**config.mk**
```make
export PLATFORM = sky130hd
export DESIGN_NAME = uart_regif
export DESIGN_NICKNAME = d
export VERILOG_FILES = /design/src/rtl/uart_regif_pkg.sv /design/src/rtl/uart_rx_fifo.sv /design/src/rtl/uart_ctrl_regs.sv /design/src/rtl/uart_irq_gen.sv /design/src/rtl/uart_regif.sv
export SDC_FILE = /design/constraint.sdc
export NUM_CORES = 1
export LEC_CHECK = 0
export ABC_AREA = 1
export BUFFER_PORTS_ARGS = -buffer_cell sky130_fd_sc_hd__buf_2
export CAP_MARGIN = 20
export CORE_ASPECT_RATIO = 1.5
export CORE_UTILIZATION = 24
export CTS_CLUSTER_SIZE = 10
export DETAILED_ROUTE_END_ITERATION = 8
export PLACE_DENSITY_LB_ADDON = 0.2
export SKIP_LAST_GASP = 1
export SLEW_MARGIN = 20
export SYNTH_ARGS = -nofsm -noshare
export SYNTH_HDL_FRONTEND = slang
export SYNTH_SLANG_ARGS = --single-unit
```
**constraint.sdc**
```tcl
create_clock -name clk -period 7.9 [get_ports clk]
set_input_delay 0.79 -clock clk [delete_from_list [all_inputs] [get_ports clk]]
set_output_delay 0.79 -clock clk [all_outputs]
set_load 0.05 [all_outputs]
```
**src/rtl/uart_regif_pkg.sv**
```systemverilog
package uart_regif_pkg;

  localparam int WORD_W = 32;
  localparam int BYTE_W = 8;

  // word index of each register (byte offset >> 2)
  localparam logic [2:0] IDX_TXDATA = 3'd0;
  localparam logic [2:0] IDX_RXDATA = 3'd1;
  localparam logic [2:0] IDX_TXCTRL = 3'd2;
  localparam logic [2:0] IDX_RXCTRL = 3'd3;
  localparam logic [2:0] IDX_IE     = 3'd4;
  localparam logic [2:0] IDX_IP     = 3'd5;
  localparam logic [2:0] IDX_DIV    = 3'd6;

  // watermark count field inside both control registers
  localparam int WM_LSB = 16;
  localparam int WM_W   = 3;

  // bit positions shared by enable and pending registers
  localparam int BIT_TXWM = 0;
  localparam int BIT_RXWM = 1;

  localparam logic [WORD_W-1:0] RX_EMPTY_WORD = 32'h8000_0000;

  // slots of the plain read/write register bank
  localparam int SLOT_TXCTRL = 0;
  localparam int SLOT_RXCTRL = 1;
  localparam int SLOT_IE     = 2;
  localparam int SLOT_DIV    = 3;
  localparam int NUM_SLOTS   = 4;

endpackage

```
**src/rtl/uart_rx_fifo.sv**
```systemverilog
module uart_rx_fifo #(
  parameter int DEPTH  = 8,
  parameter int DATA_W = 8,
  localparam int PTR_W = (DEPTH > 1) ? $clog2(DEPTH) : 1,
  localparam int CNT_W = $clog2(DEPTH + 1)
) (
  input  logic              clk,
  input  logic              rst_n,
  input  logic              push,
  input  logic [DATA_W-1:0] push_data,
  input  logic              pop,
  output logic [DATA_W-1:0] head_data,
  output logic [CNT_W-1:0]  count,
  output logic              full,
  output logic              empty
);

  logic [DEPTH-1:0][DATA_W-1:0] mem_q, mem_d;
  logic [PTR_W-1:0] wr_ptr_q, wr_ptr_d, rd_ptr_q, rd_ptr_d;
  logic [CNT_W-1:0] cnt_q, cnt_d;
  logic             push_ok, pop_ok;

  assign full    = (cnt_q == CNT_W'(DEPTH));
  assign empty   = (cnt_q == '0);
  assign push_ok = push && !full;
  assign pop_ok  = pop && !empty;
  assign count   = cnt_q;
  assign head_data = mem_q[rd_ptr_q];

  function automatic logic [PTR_W-1:0] ptr_inc(input logic [PTR_W-1:0] p);
    return (p == PTR_W'(DEPTH - 1)) ? '0 : p + 1'b1;
  endfunction

  always_comb begin
    mem_d    = mem_q;
    wr_ptr_d = wr_ptr_q;
    rd_ptr_d = rd_ptr_q;
    cnt_d    = cnt_q;
    if (push_ok) begin
      mem_d[wr_ptr_q] = push_data;
      wr_ptr_d        = ptr_inc(wr_ptr_q);
    end
    if (pop_ok) begin
      rd_ptr_d = ptr_inc(rd_ptr_q);
    end
    case ({push_ok, pop_ok})
      2'b10:   cnt_d = cnt_q + 1'b1;
      2'b01:   cnt_d = cnt_q - 1'b1;
      default: cnt_d = cnt_q;
    endcase
  end

  always_ff @(posedge clk or negedge rst_n) begin
    if (!rst_n) begin
      mem_q    <= '0;
      wr_ptr_q <= '0;
      rd_ptr_q <= '0;
      cnt_q    <= '0;
    end else begin
      if (push_ok) begin
        mem_q    <= mem_d;
        wr_ptr_q <= wr_ptr_d;
      end
      if (pop_ok) begin
        rd_ptr_q <= rd_ptr_d;
      end
      if (push_ok != pop_ok) begin
        cnt_q <= cnt_d;
      end
    end
  end

  AST_FIFO_BOUND: assert property (@(posedge clk) disable iff (!rst_n)
    cnt_q <= CNT_W'(DEPTH));

  AST_FULL_DROP: assert property (@(posedge clk) disable iff (!rst_n)
    (push && full && !pop) |=> (cnt_q == CNT_W'(DEPTH)));

  AST_PUSH_POP_HOLD: assert property (@(posedge clk) disable iff (!rst_n)
    (push && pop && !full && !empty) |=> $stable(cnt_q));

endmodule

```
**src/rtl/uart_ctrl_regs.sv**
```systemverilog
module uart_ctrl_regs
  import uart_regif_pkg::*;
#(
  parameter int NREG = NUM_SLOTS,
  parameter int W    = WORD_W
) (
  input  logic                    clk,
  input  logic                    rst_n,
  input  logic [NREG-1:0]         we,
  input  logic [W-1:0]            wdata,
  output logic [NREG-1:0][W-1:0]  q
);

  for (genvar g = 0; g < NREG; g++) begin : g_slot
    logic [W-1:0] slot_q, slot_d;

    always_comb begin
      slot_d = we[g] ? wdata : slot_q;
    end

    always_ff @(posedge clk or negedge rst_n) begin
      if (!rst_n) begin
        slot_q <= '0;
      end else if (we[g]) begin
        slot_q <= slot_d;
      end
    end

    assign q[g] = slot_q;
  end

endmodule

```
**src/rtl/uart_irq_gen.sv**
```systemverilog
module uart_irq_gen
  import uart_regif_pkg::*;
#(
  parameter int CNT_W = 4
) (
  input  logic              clk,
  input  logic              rst_n,
  input  logic [WORD_W-1:0] ie,
  input  logic [WORD_W-1:0] txctrl,
  input  logic [WORD_W-1:0] rxctrl,
  input  logic [CNT_W-1:0]  occupancy,
  input  logic              q_empty,
  output logic [WORD_W-1:0] pending,
  output logic              irq
);

  localparam int CMP_W = (CNT_W > WM_W) ? CNT_W : WM_W;

  logic [WM_W-1:0]  tx_mark, rx_mark;
  logic [CMP_W-1:0] occ_ext, rx_mark_ext;
  logic             tx_hit, rx_hit;

  assign tx_mark     = txctrl[WM_LSB +: WM_W];
  assign rx_mark     = rxctrl[WM_LSB +: WM_W];
  assign occ_ext     = CMP_W'(occupancy);
  assign rx_mark_ext = CMP_W'(rx_mark);
  assign tx_hit      = (tx_mark != '0);
  assign rx_hit      = (occ_ext > rx_mark_ext);

  always_comb begin
    pending           = '0;
    pending[BIT_TXWM] = tx_hit;
    pending[BIT_RXWM] = rx_hit;
  end

  assign irq = ie[BIT_TXWM] || (ie[BIT_RXWM] && !q_empty);

  AST_IRQ_QUIET: assert property (@(posedge clk) disable iff (!rst_n)
    (!ie[BIT_TXWM] && !ie[BIT_RXWM]) |-> !irq);

endmodule

```
**src/rtl/uart_regif.sv**
```systemverilog
module uart_regif
  import uart_regif_pkg::*;
#(
  parameter int ADDR_W     = 5,
  parameter int FIFO_DEPTH = 8
) (
  input  logic              clk,
  input  logic              rst_n,
  input  logic              bus_sel,
  input  logic              bus_wr,
  input  logic [ADDR_W-1:0] bus_addr,
  input  logic [3:0]        bus_be,
  input  logic [31:0]       bus_wdata,
  output logic [31:0]       bus_rdata,
  input  logic              rx_valid,
  input  logic [7:0]        rx_byte,
  output logic              rx_ready,
  output logic              tx_valid,
  output logic [7:0]        tx_byte,
  output logic              irq
);

  localparam int CNT_W = $clog2(FIFO_DEPTH + 1);
  localparam int IDX_W = ADDR_W - 2;

  // reset: asserted asynchronously, released on a clock edge
  logic rst_meta_q, rst_sync_n;
  always_ff @(posedge clk or negedge rst_n) begin
    if (!rst_n) begin
      rst_meta_q <= 1'b0;
      rst_sync_n <= 1'b0;
    end else begin
      rst_meta_q <= 1'b1;
      rst_sync_n <= rst_meta_q;
    end
  end

  // access decode
  logic [IDX_W-1:0] widx;
  logic             acc_ok, wr_acc, rd_acc;
  logic             hit_tx, hit_rx, hit_txc, hit_rxc, hit_ie, hit_ip, hit_div;

  assign widx    = bus_addr[ADDR_W-1:2];
  assign acc_ok  = bus_sel && (bus_be == 4'hF) && (bus_addr[1:0] == 2'b00);
  assign wr_acc  = acc_ok && bus_wr;
  assign rd_acc  = acc_ok && !bus_wr;
  assign hit_tx  = (widx == IDX_W'(IDX_TXDATA));
  assign hit_rx  = (widx == IDX_W'(IDX_RXDATA));
  assign hit_txc = (widx == IDX_W'(IDX_TXCTRL));
  assign hit_rxc = (widx == IDX_W'(IDX_RXCTRL));
  assign hit_ie  = (widx == IDX_W'(IDX_IE));
  assign hit_ip  = (widx == IDX_W'(IDX_IP));
  assign hit_div = (widx == IDX_W'(IDX_DIV));

  // plain registers
  logic [NUM_SLOTS-1:0]             slot_we;
  logic [NUM_SLOTS-1:0][WORD_W-1:0] slot_q;

  always_comb begin
    slot_we              = '0;
    slot_we[SLOT_TXCTRL] = wr_acc && hit_txc;
    slot_we[SLOT_RXCTRL] = wr_acc && hit_rxc;
    slot_we[SLOT_IE]     = wr_acc && hit_ie;
    slot_we[SLOT_DIV]    = wr_acc && hit_div;
  end

  uart_ctrl_regs #(
    .NREG (NUM_SLOTS),
    .W    (WORD_W)
  ) u_regs (
    .clk   (clk),
    .rst_n (rst_sync_n),
    .we    (slot_we),
    .wdata (bus_wdata),
    .q     (slot_q)
  );

  // receive queue
  logic [7:0]       head_byte;
  logic [CNT_W-1:0] occ;
  logic             q_full, q_empty, rx_pop;

  assign rx_pop = rd_acc && hit_rx;

  uart_rx_fifo #(
    .DEPTH  (FIFO_DEPTH),
    .DATA_W (BYTE_W)
  ) u_fifo (
    .clk       (clk),
    .rst_n     (rst_sync_n),
    .push      (rx_valid),
    .push_data (rx_byte),
    .pop       (rx_pop),
    .head_data (head_byte),
    .count     (occ),
    .full      (q_full),
    .empty     (q_empty)
  );

  assign rx_ready = !q_full;

  // pending flags and interrupt
  logic [WORD_W-1:0] pend;

  uart_irq_gen #(
    .CNT_W (CNT_W)
  ) u_irq (
    .clk       (clk),
    .rst_n     (rst_sync_n),
    .ie        (slot_q[SLOT_IE]),
    .txctrl    (slot_q[SLOT_TXCTRL]),
    .rxctrl    (slot_q[SLOT_RXCTRL]),
    .occupancy (occ),
    .q_empty   (q_empty),
    .pending   (pend),
    .irq       (irq)
  );

  // outgoing byte strobe
  logic       tx_fire;
  logic       tx_valid_q, tx_valid_d;
  logic [7:0] tx_byte_q, tx_byte_d;

  assign tx_fire = wr_acc && hit_tx;

  always_comb begin
    tx_valid_d = tx_fire;
    tx_byte_d  = tx_fire ? bus_wdata[7:0] : tx_byte_q;
  end

  always_ff @(posedge clk or negedge rst_sync_n) begin
    if (!rst_sync_n) begin
      tx_valid_q <= 1'b0;
      tx_byte_q  <= '0;
    end else begin
      tx_valid_q <= tx_valid_d;
      if (tx_fire) begin
        tx_byte_q <= tx_byte_d;
      end
    end
  end

  assign tx_valid = tx_valid_q;
  assign tx_byte  = tx_byte_q;

  // read mux
  always_comb begin
    bus_rdata = '0;
    if (rd_acc) begin
      unique case (1'b1)
        hit_rx:  bus_rdata = q_empty ? RX_EMPTY_WORD : {24'h0, head_byte};
        hit_txc: bus_rdata = slot_q[SLOT_TXCTRL];
        hit_rxc: bus_rdata = slot_q[SLOT_RXCTRL];
        hit_ie:  bus_rdata = slot_q[SLOT_IE];
        hit_ip:  bus_rdata = pend;
        hit_div: bus_rdata = slot_q[SLOT_DIV];
        default: bus_rdata = '0;
      endcase
    end
  end

  AST_EMPTY_READ_HOLD: assert property (@(posedge clk) disable iff (!rst_sync_n)
    (rx_pop && q_empty && !rx_valid) |=> q_empty);

  AST_TX_BYTE: assert property (@(posedge clk) disable iff (!rst_sync_n)
    tx_fire |=> (tx_valid && tx_byte == $past(bus_wdata[7:0])));

  AST_NO_SPURIOUS_TX: assert property (@(posedge clk) disable iff (!rst_sync_n)
    !tx_fire |=> !tx_valid);

endmodule

```
==> impl_results.md <==
- Fillers: 4356
- Total die area: between 0.04 and 0.05 mm²
- Placed Instances: around 1700
- Worst VDD drop: 0.162 mV
- Worst stage delay on the critical path: between 900 and 1000 ps
- Total power: about 3.0 mW
- Post-Synthesis Cell Area: approximately 0.0099 mm²
- Final Cell Area: 0.0115 mm²
- Ports: 97
- Critical path data arrival time: roughly 3300 ps
- Final period utilization: between 50% and 60%
- Most used cell, CP: nand3_1
- Vias after detailed routing: slightly below 8000
- Setup crit start kind: register
- Crit path buffers/inverters: 2
- Nets: around 1300
- Final clock skew: around 32 ps
- Syn Inst Count: roughly 1200
- Layout cells sized above 1: a little over an eighth
- First-pass GRT wire length: 45600 µm
- Sink Count: between 200 and 250
- Vias in the first global route: around 8000
- Hold WS: roughly 28 ps
- HP Class: primary input to asynchronous set/reset pin
- Crit Path Max Fanout: 25
- CTS tree: built
- PnR worst setup slack: around 3800 ps
- Number of diodes: 0
- Postcts setup bufs: 0
- Row cnt: 90
- Vias per cell: 4.52
- Drt first pass iters: 5
- Dpl ws: 4220 ps
- GR Util met3: ~1.9%
- Final Critical Period: just over 4000 ps
- Largest net degree at the start of global routing: ~170
- DRC Markers: 0
- Final std cells w/o fill: 1752
- Achievable frequency: ~250 MHz
- Num CTS Buffers: 26
- Hpwl dp: ~18000 µm
- Fin. Hold Viols: 0
- H-Tree Depth: 1
- Top-area cell type share of the netlist area: between 50% and 60%
- Initial drt markers: between 400 and 500
- Post-CTS sizing: 0
- Commonest cells in the netlist: nand2_1, dfrtp_1, o21ai_0
- Avg Cell Area, Syn: 8.43 µm²
- Initial antenna violation count: 1
- Family with the most delay on the worst path: flip-flops
- Area leader, netlist: dfrtp_1
- Syn. warnings: 0
- Die span in x: around 170 µm
- Post-synthesis sequential area ratio: 53.9%
- Ys async rst share: 100%
- Outcome: complete, no violations
- Worst slew margin: 33.6%
- Global-route met2 utilization: about a quarter
- Worst skew pair latency: approximately 550 ps
- Max-cap viol count: 0
- Critical path's slowest cell: dfrtp_1
- Leak pwr: between 5 and 6 nW
- M1 GR Usage: roughly 17%
- Req. time, crit path: between 7000 and 8000 ps
- R2r setup slk: around 5400 ps
- Die Span Y: 251 µm
- WL/cell: about 16 µm
- Clock transition at path regs: around 60 ps
- Most common cell in the synthesized netlist: nand2_1
- Synth Net Count: about 1200
- Area contributors post-synth: dfrtp_1, nand2_1, o21ai_0, o21ai_1, inv_1
- Power per cell area: ~260 mW/mm²
- #FFs+latches synth: 213
- GPL Wtd Cong: between 0.7 and 0.8
- Ys flop type: dfrtp_1
- Initial Util: 24.5%
- GRT overflow: 0
- Setup CP Type: register to output port
- Endpoints failing setup: 0
- Finished Core Util: 28.4%
- RSZ-0062 raised after global routing: false
- Hold buffers post-CTS: 0
- Number of synthesized flops with an enable pin: 0
- Post-synthesis cell type count: 38
- DP Area: around 0.011 mm²
- GRT Overall Usage: between 10 and 15%
- CTS max path bufs: 3
- GRT Max-Usage Layer: met2
- Root Buffer: clkbuf_16
- Core ar.: 0.0404 mm²
- Final WL: 28400 µm
- Number of buffers added on ports: 96
- Fin Setup TNS: 0 ps
- Syn-to-layout area delta: 16.0%
- CP endpoint kind: output port
- Final ANT Viol Nets: 0
- Critical-path cell list: clkinv_1, nor2_1, o21ai_0, nand3_1, nand3_1, a21oi_1, buf_2
- Max-slew violations: 0
- Worst-Margin Slew: approximately 1000 ps
[cells by family (layout without fill, tap and decap cells)]
| logic type | after synthesis | count (layout) | synth area share (%) |
|---|---|---|---|
| DFF | 213 | 213 | 53.9 |
| and+or+nand+nor | 521 | 521 | 23.3 |
| adders and majority gates | 10 | 10 | 1.27 |
| xor gates and xnor gates | 4 | 4 | 0.354 |
| other | 1 | 1 | 0.0379 |
| buffers and inverters | 141 | 215 | 6.66 |
| AOI/OAI and AO/OA | 282 | 282 | 14.5 |
[worst paths after layout]
| check | start | end | cells after the start |
|---|---|---|---|
| max | u_fifo.rd_ptr_q[1]$_DFFE_PN0P_ | bus_rdata[4] | 7 |
| min | rst_n | rst_sync_n$_DFF_PN0_ | 1 |
| max reg2reg | u_fifo.count[1]$_DFFE_PN0P_ | u_fifo.count[2]$_DFFE_PN0P_ | 14 |
| min reg2reg | rst_meta_q$_DFF_PN0_ | rst_sync_n$_DFF_PN0_ | 0 |
| max in group asynchronous | rst_sync_n$_DFF_PN0_ | u_fifo.mem_q[34]$_DFFE_PN0P_ | 1 |
| min in group clk | rst_meta_q$_DFF_PN0_ | rst_sync_n$_DFF_PN0_ | 0 |
[metal layers]
metal / part of all wire [%] / vias to the layer above
met5: 0.046 / -
met4: 2.0 / 2
met3: 3.4 / 35
met2: 51 / 114
met1: 44 / 3840
li1: - / 3924
[worst register-to-register path, delay by kind of cell (launching register included)]
kind	cells	cell delay, ps
AO/OA/AOI/OAI	2	230
XOR/XNOR	1	160
adder cells (fa/ha/maj)	2	440
buffers and inverters	3	320
flip-flops	1	420
AND/OR/NAND/NOR	6	820
[power by group]
part | switching, mW | leakage [nW] | internal [mW]
combinational | 0.305 | 2.24 | 0.170
clock | 0.460 | 0.377 | 0.672
sequential | 0.121 | 2.85 | 1.27
[placed cells by master, fill, tap and decap left out, types with 4 or more instances in the layout]
cell type  synthesis  layout
a21oi_1           42      42
buf_2             37      96
clkbuf_16          0      26
nand3_4            7       7
nand2_1          383     383
a31oi_1            5       5
nand4_2            4       4
buf_4              7       4
nor2_1            66      66
o21ai_0          151     151
inv_2              6       6
inv_1             71      71
nand4_1            4       4
a22oi_1            4       4
o21ai_1           78      78
dfrtp_1          213     212
ha_1              10      10
and3_1             5       5
nand3_1           36      36
[flip-flops by register name, indices dropped and copies added (netlist names), 3 cells and up]
| name | cells |
|---|---|
| u_fifo.count | 4 |
| u_fifo.rd_ptr_q | 3 |
| u_fifo.mem_q | 64 |
| tx_byte | 8 |
| u_regs.g_slot.slot_q | 128 |
| u_fifo.wr_ptr_q | 3 |
[cell type report]
cell class | instances | area [µm²] | area share [%]
Clock inverter | 4 | 81.3 | 0.709
Multi-Input combinational cell | 818 | 3900 | 34.0
Tap cell | 506 | 633 | 5.52
Sequential cell | 213 | 5330 | 46.5
Inverter | 79 | 302 | 2.63
Timing Repair Buffer | 101 | 531 | 4.63
Clock buffer | 31 | 689 | 6.01
(Power assumes the default switching activity.)
